### config.mk
export PLATFORM = sky130hd
export DESIGN_NAME = rst_seq_top
export DESIGN_NICKNAME = d
export VERILOG_FILES = /design/src/rtl/rst_seq_pkg.sv /design/src/rtl/rst_seq_req.sv /design/src/rtl/rst_seq_timer.sv /design/src/rtl/rst_seq_vec.sv /design/src/rtl/rst_seq_top.sv
export SDC_FILE = /design/constraint.sdc
export NUM_CORES = 1
export LEC_CHECK = 0
export ABC_AREA = 1
export BUFFER_PORTS_ARGS = -buffer_cell sky130_fd_sc_hd__buf_2
export CORE_MARGIN = 10
export CORE_UTILIZATION = 51
export CTS_BUF_LIST = sky130_fd_sc_hd__clkbuf_8
export DETAILED_ROUTE_END_ITERATION = 8
export PLACE_DENSITY = 0.73
export SYNTH_ARGS = -nofsm -noshare
export SYNTH_HDL_FRONTEND = slang
export SYNTH_SLANG_ARGS = --single-unit
### constraint.sdc
create_clock -name clk -period 2.2 [get_ports clk]
set_clock_uncertainty 0.2 [all_clocks]
set_input_delay 0.33 -clock clk [delete_from_list [all_inputs] [get_ports clk]]
set_output_delay 0.33 -clock clk [all_outputs]
set_load 0.05 [all_outputs]
### src/rtl/rst_seq_pkg.sv
// Package: shared phase encoding and vector-select bit positions for the
// reset sequencer. Assumes a three-entry one-hot vector select.
package rst_seq_pkg;
    typedef enum logic [1:0] {
        PH_IDLE = 2'd0,
        PH_LOW  = 2'd1,
        PH_WAIT = 2'd2
    } phase_e;

    localparam int VEC_W  = 3;
    localparam int V_EXT  = 0;   // external / power-on / low-voltage
    localparam int V_CKM  = 1;   // clock monitor
    localparam int V_WDG  = 2;   // watchdog
endpackage

### src/rtl/rst_seq_req.sv
// Request qualifier: merges the internal reset requests and keeps the
// watchdog and clock-monitor pending flags. Assumes requests are
// synchronous levels; pending flags clear only at the sample point.
module rst_seq_req (
    input  logic clk,
    input  logic rst_n,
    input  logic req_por,
    input  logic req_lvd,
    input  logic req_wdog,
    input  logic req_ckfail,
    input  logic ckmon_en,
    input  logic selfclk_en,
    input  logic sample,
    output logic int_req,
    output logic pend_ck,
    output logic pend_wd
);
    logic ck_qual;

    // Clock fault resets only with the monitor on and self-clock mode off.
    always_comb begin
        ck_qual = req_ckfail & ckmon_en & ~selfclk_en;
        int_req = req_por | req_lvd | req_wdog | ck_qual;
    end

    // Pending clock-monitor flag: set on request, cleared when latched.
    always_ff @(posedge clk) begin
        if (!rst_n)       pend_ck <= 1'b0;
        else if (ck_qual) pend_ck <= 1'b1;
        else if (sample)  pend_ck <= 1'b0;
    end

    // Pending watchdog flag: set on request, cleared when latched.
    always_ff @(posedge clk) begin
        if (!rst_n)        pend_wd <= 1'b0;
        else if (req_wdog) pend_wd <= 1'b1;
        else if (sample)   pend_wd <= 1'b0;
    end
endmodule

### src/rtl/rst_seq_timer.sv
// Phase timer: idle -> drive pin low for LOW_CYC cycles -> settle for
// WAIT_CYC cycles -> sample. Any start restarts the low phase from zero.
// Assumes pin_in reads low while pin_oe is set.
module rst_seq_timer #(
    parameter int LOW_CYC  = 132,
    parameter int WAIT_CYC = 64
) (
    input  logic clk,
    input  logic rst_n,
    input  logic int_req,
    input  logic pin_in,
    output logic pin_oe,
    output logic busy,
    output logic start,
    output logic sample
);
    import rst_seq_pkg::*;

    localparam int MAXC = (LOW_CYC > WAIT_CYC) ? LOW_CYC : WAIT_CYC;
    localparam int CW   = $clog2(MAXC) + 1;

    phase_e        phase;
    logic [CW-1:0] cnt;
    logic          last_low;
    logic          last_wait;

    // Start decode and end-of-phase detection.
    always_comb begin
        start     = int_req | ((phase == PH_IDLE) & ~pin_in);
        last_low  = (cnt == CW'(LOW_CYC - 1));
        last_wait = (cnt == CW'(WAIT_CYC - 1));
        sample    = (phase == PH_WAIT) & last_wait & ~start;
        pin_oe    = (phase == PH_LOW);
        busy      = (phase != PH_IDLE);
    end

    // Phase and cycle counter advance.
    always_ff @(posedge clk) begin
        if (!rst_n) begin
            phase <= PH_IDLE;
            cnt   <= '0;
        end else if (start) begin
            phase <= PH_LOW;
            cnt   <= '0;
        end else begin
            case (phase)
                PH_LOW: begin
                    if (last_low) begin
                        phase <= PH_WAIT;
                        cnt   <= '0;
                    end else begin
                        cnt <= cnt + 1'b1;
                    end
                end
                PH_WAIT: begin
                    if (last_wait) begin
                        phase <= PH_IDLE;
                        cnt   <= '0;
                    end else begin
                        cnt <= cnt + 1'b1;
                    end
                end
                default: cnt <= '0;
            endcase
        end
    end
endmodule

### src/rtl/rst_seq_vec.sv
// Vector selector: at the sample point picks the one-hot vector from the
// pin level and pending flags (pin low, then clock monitor, then watchdog,
// else external) and strobes valid for one cycle.
module rst_seq_vec (
    input  logic                         clk,
    input  logic                         rst_n,
    input  logic                         sample,
    input  logic                         pin_in,
    input  logic                         pend_ck,
    input  logic                         pend_wd,
    output logic [rst_seq_pkg::VEC_W-1:0] vec_sel,
    output logic                         vec_valid
);
    import rst_seq_pkg::*;

    logic [VEC_W-1:0] pick;

    // Priority decode into a one-hot select.
    always_comb begin
        pick = '0;
        if (!pin_in)      pick[V_EXT] = 1'b1;
        else if (pend_ck) pick[V_CKM] = 1'b1;
        else if (pend_wd) pick[V_WDG] = 1'b1;
        else              pick[V_EXT] = 1'b1;
    end

    // Latch the select and raise the one-cycle strobe.
    always_ff @(posedge clk) begin
        if (!rst_n) begin
            vec_sel   <= '0;
            vec_valid <= 1'b0;
        end else begin
            vec_valid <= sample;
            if (sample) vec_sel <= pick;
        end
    end
endmodule

### src/rtl/rst_seq_top.sv
// Reset sequencer top: qualifies requests, times the pin drive and the
// settling wait, and latches the reset vector. Core reset entry is
// combinational from the requests; exit is synchronous to clk.
module rst_seq_top #(
    parameter int LOW_BASE = 128,
    parameter int SYNC_LAT = 4,
    parameter int WAIT_CYC = 64
) (
    input  logic       clk,
    input  logic       rst_n,
    input  logic       req_por,
    input  logic       req_lvd,
    input  logic       req_wdog,
    input  logic       req_ckfail,
    input  logic       ckmon_en,
    input  logic       selfclk_en,
    input  logic       pin_in,
    output logic       pin_oe,
    output logic       core_rst,
    output logic [2:0] vec_sel,
    output logic       vec_valid
);
    localparam int LOW_CYC = LOW_BASE + SYNC_LAT;

    logic int_req, pend_ck, pend_wd, busy, start, sample;

    rst_seq_req u_req (
        .clk(clk), .rst_n(rst_n),
        .req_por(req_por), .req_lvd(req_lvd), .req_wdog(req_wdog),
        .req_ckfail(req_ckfail), .ckmon_en(ckmon_en), .selfclk_en(selfclk_en),
        .sample(sample), .int_req(int_req), .pend_ck(pend_ck), .pend_wd(pend_wd)
    );

    rst_seq_timer #(.LOW_CYC(LOW_CYC), .WAIT_CYC(WAIT_CYC)) u_tmr (
        .clk(clk), .rst_n(rst_n), .int_req(int_req), .pin_in(pin_in),
        .pin_oe(pin_oe), .busy(busy), .start(start), .sample(sample)
    );

    rst_seq_vec u_vec (
        .clk(clk), .rst_n(rst_n), .sample(sample), .pin_in(pin_in),
        .pend_ck(pend_ck), .pend_wd(pend_wd),
        .vec_sel(vec_sel), .vec_valid(vec_valid)
    );

    // Core reset: held through the sequence, entered at once on a request.
    always_comb core_rst = busy | start;
endmodule

==> metrics.md, run 1 <==
| Metric | Value |
|---|---|
| Layout cells sized above 1 | 0.230 |
| Initial Utilization | 0.527 |
| YS warnings | 0 |
| Yosys reg bits | 17 |
| CP Class | flip-flop to output pin |
| P_sw | 0.135 mW |
| Path depth of the worst reg2reg path | 9 |
| Rel. slew slack | 0.827 |
| Die Y | 62 um |
| Worst Slack Setup Final | 0.183 ns |
| Sequential power share | 0.534 |
| Post-Route WL | 1.74 mm |
| Worst-path clk slew | 0.06 ns |
| GPL Wtd Cong | 0.715 |
| Min-Delay Endpoint | u_vec.vec_sel[0] |
| RSZ-0062 raised after global routing | no |
| Vias in the first global route | 764 |
| CTS tree | built |
| Vias/cell | 4.68 |
| Antenna cells | 0 |
| Final setup fails | 0 |
| First-pass GRT wire length | 2.99 mm |
| R2r setup slk | 0.50 ns |
| Switch share | 0.230 |
| Peak supply drop | 0.504 mV |
| Worst reg2reg endpoint | u_tmr.cnt[1] |
| H-Tree Depth | 1 |
| Fin crit period | 2.02 ns |
| Arrival time worst endpoint | 1.49 ns |
| Final Cycle Share | 0.917 |
| GRT Total Usage | 0.105 |
| Multi-input gate area | 492 um^2 |
| Pre-CTS setup slack | 0.342 ns |
| # IOs | 15 |
| Layout area overhead | 17.1% |
| Leak Pwr | 0.454 nW |
| Register area | 340 um^2 |
| Async SR Flop Fraction | 0 |
| Outcome | finished clean |
| Synth top area share | 0.378 |
| Buffers on Ports | 14 |
| Max-slew violations | 0 |
| Initial DRT Pass Iterations | 4 |
| Top cell type by total area after synthesis | dfxtp_1 |
| FP Rows | 15 |
| Ys flop type | dfxtp_1 |
| Core ar. | 1710 um^2 |
| CTS root buf | clkbuf_8 |
| Synth Net Count | 134 |
| Logic pwr share | 0.081 |
| CTS buffer count | 3 |
| Crit. End Element | output pin |
| Post-synth top cells | nand2_1, nor2_1, dfxtp_1, inv_1, nand3_1 |
| Die area | 3840 um^2 |
| Mapped Avg Cell Area | 7.50 um^2 |
| Cell count after synthesis | 120 |
| Max Root-Sink Buffers | 2 |
| Routed length per instance | 10.6 um |
| Synth top area cells | dfxtp_1, nand2_1, nor2_1, inv_1, ha_1 |
| Min-delay src | rst_n |
| Cell with the most instances after synthesis | nand2_1 |
| Clock sinks | 17 |
| Largest net degree at the start of global routing | 10 |
| Internal | 0.453 mW |
| Max-cap violations | 0 |
| Cell Area, Synth | 900 um^2 |
| Width of the chip | 62 um |
| Clock latency on the worst-skew pair | 0.25 ns |
| Worst Tran Pin Value | 0.259 ns |
| Post-synth EDFFs | 0 |
| Number of fill cells in the layout | 170 |
| Req. time, crit path | 1.67 ns |
| Inst Count DP | 159 |
| Tot Pwr | 0.589 mW |
| Class of the worst hold path | input port to flip-flop |
| Final hold violation count | 0 |
| Post-layout util | 0.617 |
| Antenna violations before repair | 0 |
| Area of placed instances | 1000 um^2 |
| Worst hold slack | 0.145 ns |
| Clock power frac | 0.384 |
| Antenna Violating Nets Remaining | 0 |
| Worst Hold Path Cells | 3 |
| Layout Cells excl Fill | 164 |
| Startpoint Class | flip-flop |
| Via count | 768 |
| Post-route cell area | 1050 um^2 |
| # nets final | 154 |
| HPWL after detailed placement | 1.41 mm |
| Seq/Total Area, Yosys | 0.378 |
| Cell area power density | 559 nW/um^2 |
| Global route overflow | 0 |
| Critical path peak fanout | 4 |
| Cell variety after synth | 22 |
| Initial DRC Count | 9 |
| Setup TNS | 0 ns |
| Max Clk Rate | 496 MHz |
| # DRC | 0 |
| FF-to-FF Start | u_tmr.phase[0] |
[worst max-delay path by stage]
| stage | endpoint | slack, ns | start |
|---|---|---|---|
| CTS | core_rst | 0.06 | u_tmr.phase[0] |
| finish | core_rst | 0.18 | u_tmr.phase[0] |
| global route | core_rst | 0.04 | u_tmr.phase[0] |
| global placement | core_rst | 0.40 | u_tmr.phase[0] |
| floorplan | core_rst | 0.37 | u_tmr.phase[0] |
| detailed placement | core_rst | 0.34 | u_tmr.phase[0] |
[cells by family (layout without fill, tap and decap cells)]
kind of cell,Yosys count,after routing,share of synthesized area
xor gates and xnor gates,4,4,0.0390
adders and majority gates,5,5,0.0695
DFF,17,17,0.378
AOI/OAI and AO/OA,10,10,0.0612
buffers and inverters,18,37,0.0751
and+or+nand+nor,66,66,0.377
[power by group through the flow]
stage	sequential [mW]	combinational, mW	clock, mW
2_1_floorplan	0.321	0.0323	0
3_3_place_gp	0.321	0.0454	0
3_5_place_dp	0.321	0.0469	0
4_1_cts	0.314	0.0473	0.234
5_1_grt	0.315	0.0539	0.243
6_report	0.314	0.0479	0.226
[sequential cells by signal, indices dropped and copies added (netlist names)]
name             cells
u_vec.vec_valid      1
u_tmr.cnt            9
u_vec.vec_sel        3
u_req.pend_wd        1
u_tmr.phase          2
u_req.pend_ck        1
[final cells by class]
class,instances,area share
Inverter,18,0.0641
Timing Repair Buffer,15,0.0736
Multi-Input combinational cell,85,0.467
Sequential cell,17,0.323
Tap cell,25,0.0297
Clock inverter,1,0.00356
Clock buffer,3,0.0392
[per-layer routing]
layer / GRT usage / wire [um] / vias to the layer above / share of wire
li1: - / - / 408 / -
met1: 0.102 / 724 / 344 / 0.42
met2: 0.181 / 871 / 10 / 0.50
met3: 0.0407 / 87 / 6 / 0.050
met4: 0.0732 / 51 / 0 / 0.029
met5: 0 / 0 / - / 0
[placed cells by master (no fill, tap or decap)]
| cell type | netlist | routed |
|---|---|---|
| nand3_2 | 1 | 1 |
| clkbuf_8 | 0 | 3 |
| nand3_4 | 2 | 2 |
| buf_2 | 0 | 14 |
| nor2_2 | 1 | 1 |
| nor2_4 | 2 | 2 |
| inv_2 | 1 | 1 |
| o21ai_0 | 4 | 4 |
| xor2_1 | 3 | 3 |
| ha_1 | 5 | 5 |
| or2_2 | 2 | 2 |
| a21oi_2 | 1 | 1 |
| nand3_1 | 7 | 7 |
| nor2_1 | 20 | 20 |
| nand3b_1 | 1 | 1 |
| dfxtp_1 | 17 | 17 |
| nor3_4 | 1 | 1 |
| xnor2_1 | 1 | 1 |
| a31oi_1 | 1 | 1 |
| nand4_1 | 1 | 1 |
| inv_1 | 17 | 18 |
| buf_4 | 0 | 1 |
| nand2_2 | 3 | 3 |
| a21oi_1 | 4 | 4 |
| nand2_1 | 25 | 25 |
[critical path, cell delays in order (launching register included)]
cell and delay, ns:
dfxtp_1 0.35, inv_1 0.07, ha_1 0.21, inv_1 0.06, nor2_1 0.06, nor3_4 0.20
nand2_1 0.07, buf_2 0.21
[what timing repair did]
item | CTS | global route
setup buffers | 0 | 1
setup endpoints to repair | 0 | 1
gates resized for setup | 0 | 0
hold buffers | 0 | 0
No activity file was read; power rests on OpenSTA's default activity.
==> run 2, diff against run 1 <==
Settings changed: ABC_AREA 1 to default.
==> run 2 against run 1 <==
Effect of this change: worst hold slack got worse by 0.046 ns; largest cell class unchanged; critical path type unchanged; highest routed layer unchanged; worst setup slack worse by 0.046 ns; cell area down 5.0%; sequential cell count unchanged.
==> metrics.md, run 2 <==
| Metric | Value |
|---|---|
| YS warnings | 0 (unchanged) |
| Vias in the first global route | 720 (was 764) |
| Max Root-Sink Buffers | 2 (unchanged) |
| Die Y | 61.8 um (was 62 um) |
| HPWL after detailed placement | 1.39 mm (was 1.41 mm) |
| # nets final | 130 (was 154) |
| Post-Route WL | 1.89 mm (was 1.74 mm) |
| Top flop regs | u_tmr.cnt x9, u_vec.vec_sel x3, u_tmr.phase x2 (unchanged) |
| Yosys reg bits | 17 (unchanged) |
| Final hold violation count | 0 (unchanged) |
| Arrival time worst endpoint | 1.53 ns (was 1.49 ns) |
| Post-route cell area | 1000 um^2 (was 1050 um^2) |
| Synth top area cells | dfxtp_1, ha_1, nor2_1, xor2_1, nand2_1 (was dfxtp_1, nand2_1, nor2_1, inv_1, ha_1) |
| Clock sinks | 17 (unchanged) |
| CP Class | flip-flop to output pin (unchanged) |
| Layout cells sized above 1 | 0.200 (was 0.230) |
| Via count | 759 (was 768) |
| CTS buffer count | 3 (unchanged) |
| Max reg flops | 9 (unchanged) |
| Initial Utilization | 0.527 (about the same) |
| Class of the worst hold path | input port to flip-flop (unchanged) |
| Core ar. | 1690 um^2 (was 1710 um^2) |
| Area of placed instances | 955 um^2 (was 1000 um^2) |
| # DRC | 0 (unchanged) |
| CTS tree | built (unchanged) |
| Outcome | finished clean (unchanged) |
| Cell count after synthesis | 101 (was 120) |
| Largest Register | u_tmr.cnt (unchanged) |
| RSZ-0062 raised after global routing | no (unchanged) |
| Crit path max-delay family | simple AND/OR/NAND/NOR gates (was flip-flops) |
| Buffers on Ports | 14 (unchanged) |
| First-pass GRT wire length | 3.08 mm (was 2.99 mm) |
| Ys flop type | dfxtp_1 (unchanged) |
| Worst-path clk slew | 0.06 ns (about the same) |
| Buf/Inv on CP | 2 (was 3) |
| Final Cycle Share | 0.938 (was 0.917) |
| Routed length per instance | 14.3 um (was 10.6 um) |
| Antenna violations before repair | 0 (unchanged) |
| H-Tree Depth | 1 (unchanged) |
| Final setup fails | 0 (unchanged) |
| Synth Net Count | 115 (was 134) |
| Width of the chip | 61.8 um (was 62 um) |
| Post-CTS Resized | 0 (unchanged) |
| Clock latency on the worst-skew pair | 0.25 ns (about the same) |
| Most common cell after layout, fill and taps aside | dfxtp_1 (was nand2_1) |
| Post-CTS setup buffers | 0 (unchanged) |
| Critical path's slowest cell | dfxtp_1 (unchanged) |
| GRT Total Usage | 0.108 (was 0.105) |
| Post-synth EDFFs | 0 (unchanged) |
| Synth top area share | 0.382 (was 0.378) |
| Global route overflow | 0 (unchanged) |
| Startpoint Class | flip-flop (unchanged) |
| Cell Area, Synth | 891 um^2 (was 900 um^2) |
| Antenna cells | 0 (unchanged) |
| Hold_buf cts | 0 (unchanged) |
| Rel. slew slack | 0.727 (was 0.827) |
| Seq/Total Area, Yosys | 0.382 (was 0.378) |
| Max-cap violations | 0 (unchanged) |
| GPL Wtd Cong | 0.824 (was 0.715) |
| Async SR Flop Fraction | 0 (unchanged) |
| Tot Pwr | 0.585 mW (was 0.589 mW) |
| Slowest stage delay, CP | 0.38 ns (was 0.35 ns) |
| Post-synth top cells | dfxtp_1, nor2_1, nand2_1, inv_1 (was nand2_1, nor2_1, dfxtp_1, inv_1, nand3_1) |
| Layout area overhead | 12.4% (was 17.1%) |
| Antenna Violating Nets Remaining | 0 (unchanged) |
| Top cell type by total area after synthesis | dfxtp_1 (unchanged) |
| Leak Pwr | 0.410 nW (was 0.454 nW) |
| Sequence of cells on the critical path | inv_1, ha_1, nand2b_1, and3_2, nand2_1, buf_2 (was inv_1, ha_1, inv_1, nor2_1, nor3_4, nand2_1, buf_2) |
| Cell with the most instances after synthesis | dfxtp_1 (was nand2_1) |
| Cell variety after synth | 31 (was 22) |
| Crit. End Element | output pin (unchanged) |
| Peak supply drop | 0.358 mV (was 0.504 mV) |
| Worst Tran Pin Value | 0.405 ns (was 0.259 ns) |
| Initial DRT Pass Iterations | 4 (unchanged) |
| Max-slew violations | 0 (unchanged) |
| Req. time, crit path | 1.67 ns (about the same) |
| Max Clk Rate | 485 MHz (was 496 MHz) |
| Most frequent cells in the layout | dfxtp_1, buf_2, nor2_1 (was nand2_1, nor2_1, inv_1) |
| Fin crit period | 2.06 ns (was 2.02 ns) |
| Vias/cell | 5.75 (was 4.68) |
| Largest net degree at the start of global routing | 12 (was 10) |
| FP Rows | 15 (unchanged) |
| Die area | 3820 um^2 (was 3840 um^2) |
| Setup TNS | 0 ns (unchanged) |
| Critical path peak fanout | 7 (was 4) |
| Cell area power density | 585 nW/um^2 (was 559 nW/um^2) |
| Initial DRC Count | 20 (was 9) |
| Mapped Avg Cell Area | 8.82 um^2 (was 7.50 um^2) |
| # IOs | 15 (unchanged) |
| CTS root buf | clkbuf_8 (unchanged) |
run 2: routing by layer:
layer,vias up,global-route usage,share of wire
li1,383,-,-
met1,347,0.121,0.44
met2,21,0.177,0.50
met3,8,0.0325,0.038
met4,0,0.0605,0.024
met5,-,0,0
run 2: cells by family (layout without fill, tap and decap cells):
group,after synthesis,after routing,share of synthesized area
AND/OR/NAND/NOR,46,46,0.270
flip-flops,17,17,0.382
buffers and inverters,12,26,0.0688
AO/OA/AOI/OAI,11,11,0.107
XOR/XNOR,7,7,0.0688
adder cells (fa/ha/maj),5,5,0.0702
multiplexers,3,3,0.0337
run 2: worst reg2reg max path, delay by kind of cell (launching register included):
family                   cells  cell delay, ns
adder cells (fa/ha/maj)      1            0.19
flip-flops                   1            0.41
multiplexers                 1            0.23
AND/OR/NAND/NOR              3            0.86
run 2: final cells by class:
type / instances / area, um^2
fillers: 158 / 688
multi-input cells: 72 / 490
flip-flops and latches: 17 / 340
repair buffers: 15 / 77.6
clock buffers: 3 / 41.3
inverters: 7 / 26.3
well taps: 17 / 21.3
clock inverters: 1 / 3.75
run 2: path summary, 6_finish.rpt:
kind / start / slack (ns) / endpoint / depth (start not counted)
setup / recovery: u_tmr.phase[1] / 0.14 / core_rst / 6
setup reg to reg: u_tmr.cnt[0] / 0.23 / u_vec.vec_sel[2] / 5
hold / removal: req_wdog / 0.1 / u_req.pend_wd / 3
hold reg to reg: u_vec.vec_sel[0] / 0.27 / u_vec.vec_sel[0] / 2
run 2: stage by stage:
stage | instances | setup WS (ns) | util | hold slack [ns]
2_1_floorplan | 101 | 0.262 | - | 0.239
3_3_place_gp | 128 | 0.306 | 0.565 | 0.241
3_5_place_dp | 128 | 0.223 | 0.565 | 0.257
4_1_cts | 132 | 0.0746 | 0.592 | 0.102
5_1_grt | 132 | 0.0332 | 0.593 | 0.119
6_report | 132 | 0.137 | 0.593 | 0.0990
run 2: where the power goes:
part | total, mW | switching [mW] | internal, mW | leakage, nW
sequential | 0.316 | 0.00348 | 0.312 | 0.138
combinational | 0.0440 | 0.0271 | 0.0169 | 0.245
clock | 0.226 | 0.102 | 0.124 | 0.0269
total | 0.585 | 0.132 | 0.453 | 0.410
==> run 3, diff against run 2 <==
Settings changed: PLACE_DENSITY 0.73 to 0.7.
==> run 3 against run 2 <==
Effect of this change: worst setup slack better by 0.0052 ns; via count is 2.2% lower; cell count did not move; non-clock buffer count unchanged; worst hold slack lost 0.0034 ns; count of clock-buffer cells in the layout unchanged; sequential share of layout area unchanged; global-route usage down 0.33 points; largest cell class unchanged; largest power group unchanged; highest routed layer unchanged.
==> metrics.md, run 3 (synthesis gave the netlist of run 2 again) <==
| Metric | Value |
|---|---|
| Layout cells sized above 1 | 0.200 (unchanged) |
| Antenna Violating Nets Remaining | 0 (unchanged) |
| Crit. End Element | output pin (unchanged) |
| Largest Register | u_tmr.cnt (unchanged) |
| FP Rows | 15 (unchanged) |
| Leak Pwr | 0.410 nW (unchanged) |
| Final setup fails | 0 (unchanged) |
| Post-route cell area | 1000 um^2 (unchanged) |
| Internal | 0.453 mW (about the same) |
| Vias/cell | 5.62 (was 5.75) |
| Largest net degree at the start of global routing | 12 (unchanged) |
| # DRC | 0 (unchanged) |
| Max Clk Rate | 486 MHz (was 485 MHz) |
| CTS tree | built (unchanged) |
| Global route overflow | 0 (unchanged) |
| Area of placed instances | 955 um^2 (unchanged) |
| Outcome | finished clean (unchanged) |
| M1 WL | 854 um (was 833 um) |
| Post-Route WL | 1.78 mm (was 1.89 mm) |
| Class of the worst hold path | input port to flip-flop (unchanged) |
| Die area | 3820 um^2 (unchanged) |
| Top flop regs | u_tmr.cnt x9, u_vec.vec_sel x3, u_tmr.phase x2 (unchanged) |
| Fin crit period | 2.06 ns (about the same) |
| Startpoint Class | flip-flop (unchanged) |
| Most frequent cells in the layout | dfxtp_1, buf_2, nor2_1 (unchanged) |
| Routed length per instance | 13.5 um (was 14.3 um) |
| Vias in the first global route | 675 (was 720) |
| DR WL met2 | 835 um (was 934 um) |
| Worst Tran Pin Value | 0.433 ns (was 0.405 ns) |
| Max reg flops | 9 (unchanged) |
| RSZ-0062 raised after global routing | no (unchanged) |
| HPWL after detailed placement | 1.31 mm (was 1.39 mm) |
| # IOs | 15 (unchanged) |
| Peak supply drop | 0.483 mV (was 0.358 mV) |
| GRT Total Usage | 0.104 (was 0.108) |
| Worst-path clk slew | 0.07 ns (was 0.06 ns) |
| P_sw | 0.134 mW (was 0.132 mW) |
| Logic pwr share | 0.075 (about the same) |
| GPL Wtd Cong | 0.886 (was 0.824) |
| Initial DRC Count | 22 (was 20) |
| Clock sinks | 17 (unchanged) |
| Initial DRT Pass Iterations | 4 (unchanged) |
| Max-cap violations | 0 (unchanged) |
| Max Root-Sink Buffers | 2 (unchanged) |
| CP Class | flip-flop to output pin (unchanged) |
| Core ar. | 1690 um^2 (unchanged) |
| Hold_buf cts | 0 (unchanged) |
| Width of the chip | 61.8 um (unchanged) |
| Number of fill cells in the layout | 156 (was 158) |
| First-pass GRT wire length | 3.02 mm (was 3.08 mm) |
| Max layer used | met4 (unchanged) |
| Clock power frac | 0.387 (was 0.386) |
| Cell area power density | 587 nW/um^2 (was 585 nW/um^2) |
| Routed wl met3 | 57 um (was 72 um) |
| Layout area overhead | 12.4% (unchanged) |
| Buffers on Ports | 14 (unchanged) |
| CTS buffer count | 3 (unchanged) |
| Final Cycle Share | 0.935 (was 0.938) |
| Critical path peak fanout | 7 (unchanged) |
| # nets final | 130 (unchanged) |
| Via count | 742 (was 759) |
| Antenna violations before repair | 0 (unchanged) |
| Die Y | 61.8 um (unchanged) |
| Arrival time worst endpoint | 1.53 ns (about the same) |
| Clock latency on the worst-skew pair | 0.25 ns (about the same) |
| Max-slew violations | 0 (unchanged) |
| Tot Pwr | 0.587 mW (was 0.585 mW) |
| H-Tree Depth | 1 (unchanged) |
| Req. time, crit path | 1.67 ns (about the same) |
| Final hold violation count | 0 (unchanged) |
| CTS root buf | clkbuf_8 (unchanged) |
| Setup TNS | 0 ns (unchanged) |
| Initial Utilization | 0.527 (unchanged) |
| Most common cell after layout, fill and taps aside | dfxtp_1 (unchanged) |
| Rel. slew slack | 0.707 (was 0.727) |
| Switch share | 0.229 (was 0.226) |
| Antenna cells | 0 (unchanged) |
| Sequential power share | 0.538 (was 0.539) |
run 3: power groups by stage:
stage | Clock [mW] | Sequential (mW) | Combinational (mW)
after floorplan | 0 | 0.321 | 0.0303
after global placement | 0 | 0.322 | 0.0429
after detailed placement | 0 | 0.322 | 0.0437
after CTS | 0.230 | 0.315 | 0.0441
after global routing | 0.249 | 0.316 | 0.0498
final | 0.227 | 0.316 | 0.0442
run 3: final timing paths:
check        slack, ns             start                to  depth (start not counted)
min reg2reg       0.26  u_vec.vec_sel[2]  u_vec.vec_sel[2]                          2
max               0.14    u_tmr.phase[1]          core_rst                          6
max reg2reg       0.25      u_tmr.cnt[0]  u_vec.vec_sel[2]                          5
min                0.1          req_wdog     u_req.pend_wd                          3
run 3: per-stage QoR:
stage	util	setup WS, ns	std cells	hold slack (ns)
final	0.593	0.143	132	0.0956
after global routing	0.593	0.0675	132	0.109
after CTS	0.592	0.0946	132	0.101
after detailed placement	0.565	0.257	128	0.250
after global placement	0.565	0.307	128	0.241
after floorplan	-	0.262	101	0.239
run 3: worst max-delay path, stage by stage, from the launching register on:
cell and delay (ns):
dfxtp_1 0.39, inv_1 0.08, ha_1 0.21, nand2b_1 0.08, and3_2 0.25, nand2_1 0.07, buf_2 0.21
run 3: routing by layer:
layer  up-vias  global-route usage
met5         -                   0
met3         4              0.0285
li1        377                   -
met2        12               0.146
met4         0              0.0573
met1       349               0.139
run 3: repair_timing:
item	CTS	global route
setup buffers	0	0
setup endpoints to repair	0	1
resized for setup	0	1
run 3: area by class of cell:
cell class	count	area (um^2)	area share
repair buffers	15	77.6	0.0775
multi-input cells	72	490	0.490
clock inverters	1	3.75	0.00375
well taps	17	21.3	0.0212
flip-flops and latches	17	340	0.340
inverters	7	26.3	0.0263
clock buffers	3	41.3	0.0413
